==> config.mk <==
export PLATFORM = sky130hd
export DESIGN_NAME = i2c_regfile_slave
export DESIGN_NICKNAME = d
export VERILOG_FILES = /design/src/rtl/i2c_rf_pkg.sv /design/src/rtl/i2c_rf_sync.sv /design/src/rtl/i2c_rf_regbank.sv /design/src/rtl/i2c_regfile_slave.sv
export SDC_FILE = /design/constraint.sdc
export NUM_CORES = 1
export LEC_CHECK = 0
export ABC_AREA = 1
export BUFFER_PORTS_ARGS = -buffer_cell sky130_fd_sc_hd__buf_2
export CELL_PAD_IN_SITES_DETAIL_PLACEMENT = 1
export CELL_PAD_IN_SITES_GLOBAL_PLACEMENT = 1
export CORE_MARGIN = 2
export CORE_UTILIZATION = 30
export CTS_CLUSTER_DIAMETER = 60
export DETAILED_ROUTE_END_ITERATION = 10
export MAX_ROUTING_LAYER = met4
export PLACE_DENSITY = 0.61
export SLEW_MARGIN = 20
export SYNTH_ARGS = -nofsm -noshare
export SYNTH_HDL_FRONTEND = slang
export SYNTH_SLANG_ARGS = --single-unit
==> constraint.sdc <==
create_clock -name clk -period 2.4 [get_ports clk]
set_clock_uncertainty 0.1 [all_clocks]
set_input_delay 0.24 -clock clk [delete_from_list [all_inputs] [get_ports clk]]
set_output_delay 0.24 -clock clk [all_outputs]
set_load 0.01 [all_outputs]
==> src/rtl/i2c_rf_pkg.sv <==
`timescale 1ns/1ps
package i2c_rf_pkg;

  typedef enum logic [2:0] {
    ST_IDLE, ST_ADDR, ST_PTR, ST_WDATA, ST_ACK, ST_RDATA, ST_RACK
  } rf_state_e;

  localparam logic [7:0] KEY_ARM  = 8'h12;
  localparam logic [7:0] KEY_FIRE = 8'h34;

  // strap pins to 7-bit slave address
  function automatic logic [6:0] dev_address(input logic [1:0] sel);
    case (sel)
      2'b00:   return 7'h3E;
      2'b01:   return 7'h3F;
      2'b10:   return 7'h70;
      default: return 7'h71;
    endcase
  endfunction

  function automatic logic [7:0] reg_default(input int idx);
    return 8'hA0 + idx[7:0];
  endfunction

endpackage

==> src/rtl/i2c_rf_sync.sv <==
`timescale 1ns/1ps
module i2c_rf_sync #(
  parameter int STAGES = 2
) (
  input  logic clk,
  input  logic rst,
  input  logic line_i,
  output logic level_o,
  output logic rise_o,
  output logic fall_o
);
  logic [STAGES-1:0] chain;
  logic              prev;

  always_ff @(posedge clk) begin
    if (rst) begin
      chain <= '1;
      prev  <= 1'b1;
    end else begin
      chain <= {chain[STAGES-2:0], line_i};
      prev  <= chain[STAGES-1];
    end
  end

  assign level_o = chain[STAGES-1];
  assign rise_o  = chain[STAGES-1] & ~prev;
  assign fall_o  = ~chain[STAGES-1] & prev;
endmodule

==> src/rtl/i2c_rf_regbank.sv <==
`timescale 1ns/1ps
module i2c_rf_regbank
  import i2c_rf_pkg::*;
#(
  parameter int         NUM_REGS = 16,
  parameter logic [7:0] KEY_ADDR = 8'hFF
) (
  input  logic       clk,
  input  logic       rst,
  input  logic       wr_en,
  input  logic [7:0] wr_addr,
  input  logic [7:0] wr_data,
  input  logic [7:0] rd_addr,
  output logic [7:0] rd_data
);
  localparam int IDX_W = (NUM_REGS > 1) ? $clog2(NUM_REGS) : 1;

  logic [7:0] regs [NUM_REGS];
  logic       armed;
  logic       key_fire;
  logic       wr_hit, rd_hit;

  assign wr_hit   = ({1'b0, wr_addr} < 9'(NUM_REGS)) && (wr_addr != KEY_ADDR);
  assign rd_hit   = ({1'b0, rd_addr} < 9'(NUM_REGS)) && (rd_addr != KEY_ADDR);
  assign key_fire = wr_en && (wr_addr == KEY_ADDR) && armed && (wr_data == KEY_FIRE);

  // key sequencer: any other write cancels, 0x12 (re)arms
  always_ff @(posedge clk) begin
    if (rst) begin
      armed <= 1'b0;
    end else if (wr_en) begin
      if (wr_addr == KEY_ADDR) armed <= !key_fire && (wr_data == KEY_ARM);
      else                     armed <= 1'b0;
    end
  end

  always_ff @(posedge clk) begin
    if (rst || key_fire) begin
      for (int i = 0; i < NUM_REGS; i++) regs[i] <= reg_default(i);
    end else if (wr_en && wr_hit) begin
      regs[wr_addr[IDX_W-1:0]] <= wr_data;
    end
  end

  assign rd_data = rd_hit ? regs[rd_addr[IDX_W-1:0]] : 8'h00;

  AST_KEY_RESTORES: assert property (@(posedge clk) disable iff (rst)
    key_fire |=> (regs[0] == reg_default(0)));
  AST_KEY_CANCEL: assert property (@(posedge clk) disable iff (rst)
    (wr_en && wr_addr != KEY_ADDR) |=> !armed);
endmodule

==> src/rtl/i2c_regfile_slave.sv <==
`timescale 1ns/1ps
module i2c_regfile_slave
  import i2c_rf_pkg::*;
#(
  parameter int         NUM_REGS    = 16,
  parameter logic [7:0] KEY_ADDR    = 8'hFF,
  parameter int         SYNC_STAGES = 2
) (
  input  logic       clk,
  input  logic       rst,
  input  logic       scl_i,
  input  logic       sda_i,
  input  logic [1:0] addr_sel,
  output logic       sda_oe
);
  logic       scl_s, scl_rise, scl_fall;
  logic       sda_s, sda_rise, sda_fall;
  logic       start_det, stop_det;
  rf_state_e  state, nxt;
  logic [3:0] bit_cnt;
  logic [7:0] shreg, ptr, rd_data;
  logic [6:0] my_addr;
  logic       nack;
  logic       wr_en;

  i2c_rf_sync #(.STAGES(SYNC_STAGES)) u_scl (
    .clk(clk), .rst(rst), .line_i(scl_i),
    .level_o(scl_s), .rise_o(scl_rise), .fall_o(scl_fall));

  i2c_rf_sync #(.STAGES(SYNC_STAGES)) u_sda (
    .clk(clk), .rst(rst), .line_i(sda_i),
    .level_o(sda_s), .rise_o(sda_rise), .fall_o(sda_fall));

  assign start_det = sda_fall && scl_s;
  assign stop_det  = sda_rise && scl_s;
  assign my_addr   = dev_address(addr_sel);
  assign wr_en     = (state == ST_WDATA) && scl_fall && (bit_cnt == 4'd8);

  i2c_rf_regbank #(.NUM_REGS(NUM_REGS), .KEY_ADDR(KEY_ADDR)) u_bank (
    .clk(clk), .rst(rst), .wr_en(wr_en), .wr_addr(ptr), .wr_data(shreg),
    .rd_addr(ptr), .rd_data(rd_data));

  always_ff @(posedge clk) begin
    if (rst) begin
      state   <= ST_IDLE;
      nxt     <= ST_IDLE;
      bit_cnt <= 4'd0;
      shreg   <= 8'h00;
      ptr     <= 8'h00;
      sda_oe  <= 1'b0;
      nack    <= 1'b0;
    end else if (stop_det) begin
      state  <= ST_IDLE;
      sda_oe <= 1'b0;
    end else if (start_det) begin
      state   <= ST_ADDR;
      bit_cnt <= 4'd0;
      sda_oe  <= 1'b0;
    end else begin
      case (state)
        ST_ADDR, ST_PTR, ST_WDATA: begin
          if (scl_rise) begin
            shreg   <= {shreg[6:0], sda_s};
            bit_cnt <= bit_cnt + 4'd1;
          end else if (scl_fall && bit_cnt == 4'd8) begin
            bit_cnt <= 4'd0;
            case (state)
              ST_ADDR: begin
                if (shreg[7:1] == my_addr) begin
                  sda_oe <= 1'b1;
                  state  <= ST_ACK;
                  nxt    <= shreg[0] ? ST_RDATA : ST_PTR;
                end else begin
                  state <= ST_IDLE;
                end
              end
              ST_PTR: begin
                ptr    <= shreg;
                sda_oe <= 1'b1;
                state  <= ST_ACK;
                nxt    <= ST_WDATA;
              end
              default: begin
                ptr    <= ptr + 8'd1;
                sda_oe <= 1'b1;
                state  <= ST_ACK;
                nxt    <= ST_WDATA;
              end
            endcase
          end
        end
        ST_ACK: begin
          if (scl_fall) begin
            bit_cnt <= 4'd0;
            state   <= nxt;
            if (nxt == ST_RDATA) begin
              shreg  <= rd_data;
              sda_oe <= ~rd_data[7];
            end else begin
              sda_oe <= 1'b0;
            end
          end
        end
        ST_RDATA: begin
          if (scl_rise) begin
            bit_cnt <= bit_cnt + 4'd1;
          end else if (scl_fall) begin
            if (bit_cnt == 4'd8) begin
              sda_oe <= 1'b0;
              ptr    <= ptr + 8'd1;
              state  <= ST_RACK;
            end else begin
              shreg  <= {shreg[6:0], 1'b0};
              sda_oe <= ~shreg[6];
            end
          end
        end
        ST_RACK: begin
          if (scl_rise) begin
            nack <= sda_s;
          end else if (scl_fall) begin
            if (nack) begin
              state <= ST_IDLE;
            end else begin
              shreg   <= rd_data;
              sda_oe  <= ~rd_data[7];
              bit_cnt <= 4'd0;
              state   <= ST_RDATA;
            end
          end
        end
        default: ;
      endcase
    end
  end

  AST_RESET_RELEASED: assert property (@(posedge clk)
    rst |=> !sda_oe);
  AST_NO_GENERAL_CALL: assert property (@(posedge clk) disable iff (rst)
    (state == ST_ADDR && scl_fall && bit_cnt == 4'd8 && shreg[7:1] == 7'd0) |=> !sda_oe);
  AST_STOP_TO_IDLE: assert property (@(posedge clk) disable iff (rst)
    stop_det |=> (state == ST_IDLE && !sda_oe));
  AST_DRIVE_WHILE_LOW: assert property (@(posedge clk) disable iff (rst)
    !$stable(sda_oe) |-> !scl_s);
  AST_PTR_STEP: assert property (@(posedge clk) disable iff (rst)
    wr_en |=> (ptr == 8'($past(ptr) + 8'd1)));
endmodule

==> Yosys cells after proc, flatten, opt, wreduce, memory -nomap -nowiden <==
Memory sizes are Yosys's and may differ from the RTL's. A register that Yosys moved wholly into a read port is not among the register bits.
Index checks and enable logic that the tools add are counted.
Widths: inputs -> output; s select.
{ "totals": {"latchBits": 0, "n_memories": 1, "out_inout_bits": 1, "input_bits": 6, "reg_bits": 35, "mem_bits_rw": 128, "romBits": 0, "wordCells": 168} }
{ "memory_table": {"columns": ["name", "words", "word_bits", "rd", "rd_clocked_by_memory_dff", "wr", "line", "text"], "rows": [
  ["u_bank.regs", 16, 8, 1, 1, 16, "i2c_rf_regbank.sv:18", "logic [7:0] regs [NUM_REGS];"]
]} }
{ "classes": {"n_eq_ne": 41, "multipliers": 0, "bitwise": 13, "n_shift": 0, "order_cmp": 1, "reduce_logical": 29, "add_sub_neg": 2, "mux": 68, "div": 0} }
{ "op_table": {"columns": ["op", "n"], "rows": [
  ["$mux 8", 16],
  ["$mux 4", 11],
  ["$mux 3", 14],
  ["$ne 3x3->1 const B", 11],
  ["$pmux 8 s2", 2],
  ["$pmux 8 s4", 1],
  ["$ne 2x2->1 const B", 14],
  ["$reduce_and 9->1", 3],
  ["$pmux 7 s3", 1],
  ["$mux 1", 20],
  ["$pmux 4 s4", 1],
  ["$eq 3x3->1 const B", 4],
  ["$pmux 3 s4", 1],
  ["$reduce_and 12->1", 1],
  ["$logic_and 1x1->1", 11],
  ["$reduce_and 10->1", 1],
  ["$not 1->1", 9],
  ["$add 8x1->8 const B", 1],
  ["$eq 8x5->1 const B", 1],
  ["$eq 8x6->1 const B", 1],
  ["$eq 8x8->1 const B", 1],
  ["$lt 8x5->1 const B", 1],
  ["$ne 8x8->1 const B", 1],
  ["$reduce_and 8->1", 1],
  ["21 further kinds", 26]
]} }

==> Longest topological paths before layout <==
{ "depth": {"word_depth": 12, "depth_mapped": 13, "mapped_depth_nobuf": 12} }

==> Cells and area by module <==
From an unflattened synthesis, not the netlist that was laid out.
{ "unflattened": {"cells_unflattened": 1125, "hier_area_um2": 9125.0} }
{ "by_module_without_submodules": {"columns": ["mod", "area_per_inst_um2", "cells_each", "instances"], "rows": [
  ["i2c_rf_regbank", 6730.2, 754, 1],
  ["i2c_regfile_slave", 2199.6, 345, 1],
  ["i2c_rf_sync", 97.6, 13, 2]
]} }

==> Least setup slack after synthesis <==
Ideal clock, no wire load.
{ "synth_path": {"path_type": "register to register", "start": "register bit_cnt[0]", "end": "memory u_bank.regs[1][0], enable pin", "path_stages_with_launch": 10, "t_required_ns": 1.916, "setup_time_ns": 0.384, "path_slack_ns": -0.123, "t_arrival_ns": 2.039, "path_cell_list": "dfxtp_1 > inv_1 > ha_1 > nand3_1 > nor2_1 > nand3_2 > nor2_4 > nand4_4 > buf_6 > o21ai_0"} }
{ "synth_rtl": {"columns": ["element", "line", "text"], "rows": [
  ["start, declared", "i2c_regfile_slave.sv:20", "logic [3:0] bit_cnt;"],
  ["start signal, assigned", "i2c_regfile_slave.sv:64", "bit_cnt <= bit_cnt + 4'd1;"],
  ["start signal, assigned", "i2c_regfile_slave.sv:106", "bit_cnt <= bit_cnt + 4'd1;"],
  ["end, declared", "i2c_rf_regbank.sv:18", null]
]} }

==> impl_results.md <==
- Status: complete, no violations
- Sequential share of the synthesized area: 0.549
- Req. time, crit path: 2450 ps
- Post-layout util: 0.360
- Synth Warn #: 0
- H-tree levels: 4
- Port Buf Inserts: 6
- Max Clock Freq: 0.437 GHz
- Tcrit/Tclk final: 0.954
- Yosys cell types: 38
- Die span in x: 172 µm
- Core Region: 27,700 µm²
- Max IR drop VDD: 0.478 mV
- CP Capture Type: flop
- Crit Path Class: flop to flop
- Final min period: 2290 ps
- Pre-CTS WS: -32.8 ps
- Yosys reg bits: 167
- Total number of vias: 7,085
- Hold Violations, Final: 0
- Yosys top cell area share: 0.456
- Mapped Area: 8420 µm²
- Clk Latency, worst-skew pair: 450 ps
- Critical Path AT: 2340 ps
- CTS tree: built
- Synth Net Count: 997
- Vias in the first global route: 7,231
- DRC violations left: 0
- Layout cells sized above 1: 0.153
- Initial antenna violation count: 0
- Worst-path clk slew: 80 ps
- PnR worst setup slack: 109 ps
- Io pins: 7
- Post-Syn Instances: 985
- Net Sw Power: 3.34 mW
- Num CTS Buffers: 17
- Via-per-instance ratio: 4.99
- Die height: 172 µm
- Post-DP HPWL: 17,600 µm
- Avg Cell Area, Syn: 8.55 µm²
- Starting DRT DRC Count: 568
- Hold crit path type: primary input to flop
- Area growth syn-to-layout: 18.6%
- Rel. slew slack: 0.551
- GR Overflow Total: 0
- Slew Limit Fails: 0
- Reg power frac: 0.383
- Worst-Margin Slew: 670 ps
- Setup total negative slack: 0 ps
- Logic pwr share: 0.287
- Hold slack: 73.8 ps
- GPL Wtd Cong: 0.844
- Final setup fails: 0
- Die Area: 29,400 µm²
- Clock power share: 0.331
- Post-DRT Antenna Nets: 0
- Tot Pwr: 8.75 mW
- Final WL: 26,400 µm
- Crit path largest cell delay: 310 ps
- Routed WL per cell: 18.6 µm
- Fill cells: 3,287
- Max-Cap Viols: 0
- Layout net count: 1,041
- CP max FO: 8
- Slowest cell on crit path: dfxtp_1
- Internal cell power: 5.42 mW
- Initial Utilization: 0.304
- PwrDens: 876 nW/µm²
- Initial DRT Pass Iterations: 5
- Global-route wire length before repair: 40,700 µm
- Core Rows: 61
- CTS Root Buffer Type: clkbuf_16
- Largest net degree at the start of global routing: 68
- Max Buffers Root-to-Sink: 2
- Clock Sink Count: 167
- Cell taking the most area after synthesis: edfxtp_1
- Startpoint Class: flop
- Pleak: 3.54 nW
- Crit path cell chain: inv_1, ha_1, nand3_2, nor2_2, nand3_2, nor2_4, buf_12, buf_4, nand4_4, o21ai_1, buf_4
- Switching portion of total power: 0.381
- Ranking of synthesized cells by area: edfxtp_1 46%, dfxtp_1 9.3%, nand2_1 9.2%
- GRT Util Overall: 0.190
- ANT cells: 0
==> metrics by stage <==
step                      area (µm²)  std cells
final                           9990       1420
after global placement          9140       1375
after detailed placement        9140       1375
after global routing            9990       1420
after floorplan                 8420        985
after CTS                       9790       1409
==> cell families (layout without fill, tap and decap cells) <==
family	after synthesis	after routing	synth area share
AO/OA/AOI/OAI	146	146	0.0918
adder cells (fa/ha/maj)	6	6	0.00891
buffers and inverters	123	177	0.0642
flip-flops	167	167	0.549
AND/OR/NAND/NOR	543	546	0.286
==> routing by layer <==
layer,part of all wire,track usage,vias up
met5,0,-,-
met4,0.020,0.0512,0
met3,0.039,0.0276,31
met2,0.47,0.305,139
met1,0.47,0.251,3488
li1,-,-,3427
==> layout by cell type, fill, tap and decap left out, types with 12 or more instances in the layout <==
cell | netlist | routed
clkbuf_16 | 0 | 17
nand2_1 | 206 | 206
buf_4 | 1 | 66
a21oi_1 | 29 | 29
dfxtp_1 | 39 | 37
inv_1 | 54 | 54
o21ai_1 | 7 | 12
o21ai_0 | 92 | 85
nor2_1 | 171 | 162
nand3_1 | 68 | 67
edfxtp_1 | 128 | 128
nor3_1 | 68 | 67
==> final timing paths <==
| check | startpoint | endpoint | slack, ps | cells past startpoint |
|---|---|---|---|---|
| setup reg to reg | bit_cnt[1] | u_bank.regs[1][2] | 110 | 11 |
| setup / recovery | bit_cnt[1] | u_bank.regs[1][2] | 110 | 11 |
| hold reg to reg | u_sda.chain[0] | u_sda.chain[1] | 320 | 1 |
| hold / removal | rst | nxt[1] | 70 | 3 |
==> Yosys cell counts (all sizes together) <==
master	count
a211oi	1
a21boi	1
a21oi	29
a31oi	1
buf	18
clkbuf	41
clkinv	6
dfxtp	39
edfxtp	128
ha	6
inv	58
nand2	211
nand3	71
nand3b	1
nand4	7
nor2	178
nor3	70
nor4	1
o211ai	11
o21ai	100
o22ai	2
o31ai	1
or2	4
==> worst max-delay path: cells and delay by family (launching register included) <==
family	cells	cell delay, ps
AOI/OAI and AO/OA	1	200
adders and majority gates	1	180
and+or+nand+nor	5	680
buffers and inverters	4	520
DFF	1	310
==> power by group through the flow <==
stage	registers, mW	logic [mW]	clock network [mW]
after global placement	3.41	2.45	0
after global routing	3.36	2.78	3.04
final	3.35	2.51	2.89
after detailed placement	3.41	2.48	0
after CTS	3.35	2.49	2.94
after floorplan	3.39	1.51	0
==> layout make-up <==
type	count	area, µm²	share of cell area
sequential	167	4630	0.463
multi-input combinational	698	3370	0.338
timing repair buffer	81	654	0.0655
tap	378	473	0.0474
clock buffer	17	425	0.0426
inverter	64	240	0.0241
clock inverter	15	193	0.0193
==> registers in the layout (all words and copies together) (netlist names), named ones only <==
register / cells
ptr: 8
u_scl.prev: 1
sda_oe: 1
u_sda.chain: 2
state: 3
u_bank.regs: 128
u_sda.prev: 1
nxt: 3
nack: 1
shreg: 8
u_scl.chain: 2
u_bank.armed: 1
bit_cnt: 4
==> timing repair <==
item,in CTS,in global routing
hold buffers,2,0
gates resized for setup,4,22
setup buffers,0,8
setup endpoints to repair,33,136
pin swaps,2,7
cloned,0,3
hold endpoints to repair,2,0
(Power assumes the default switching activity.)
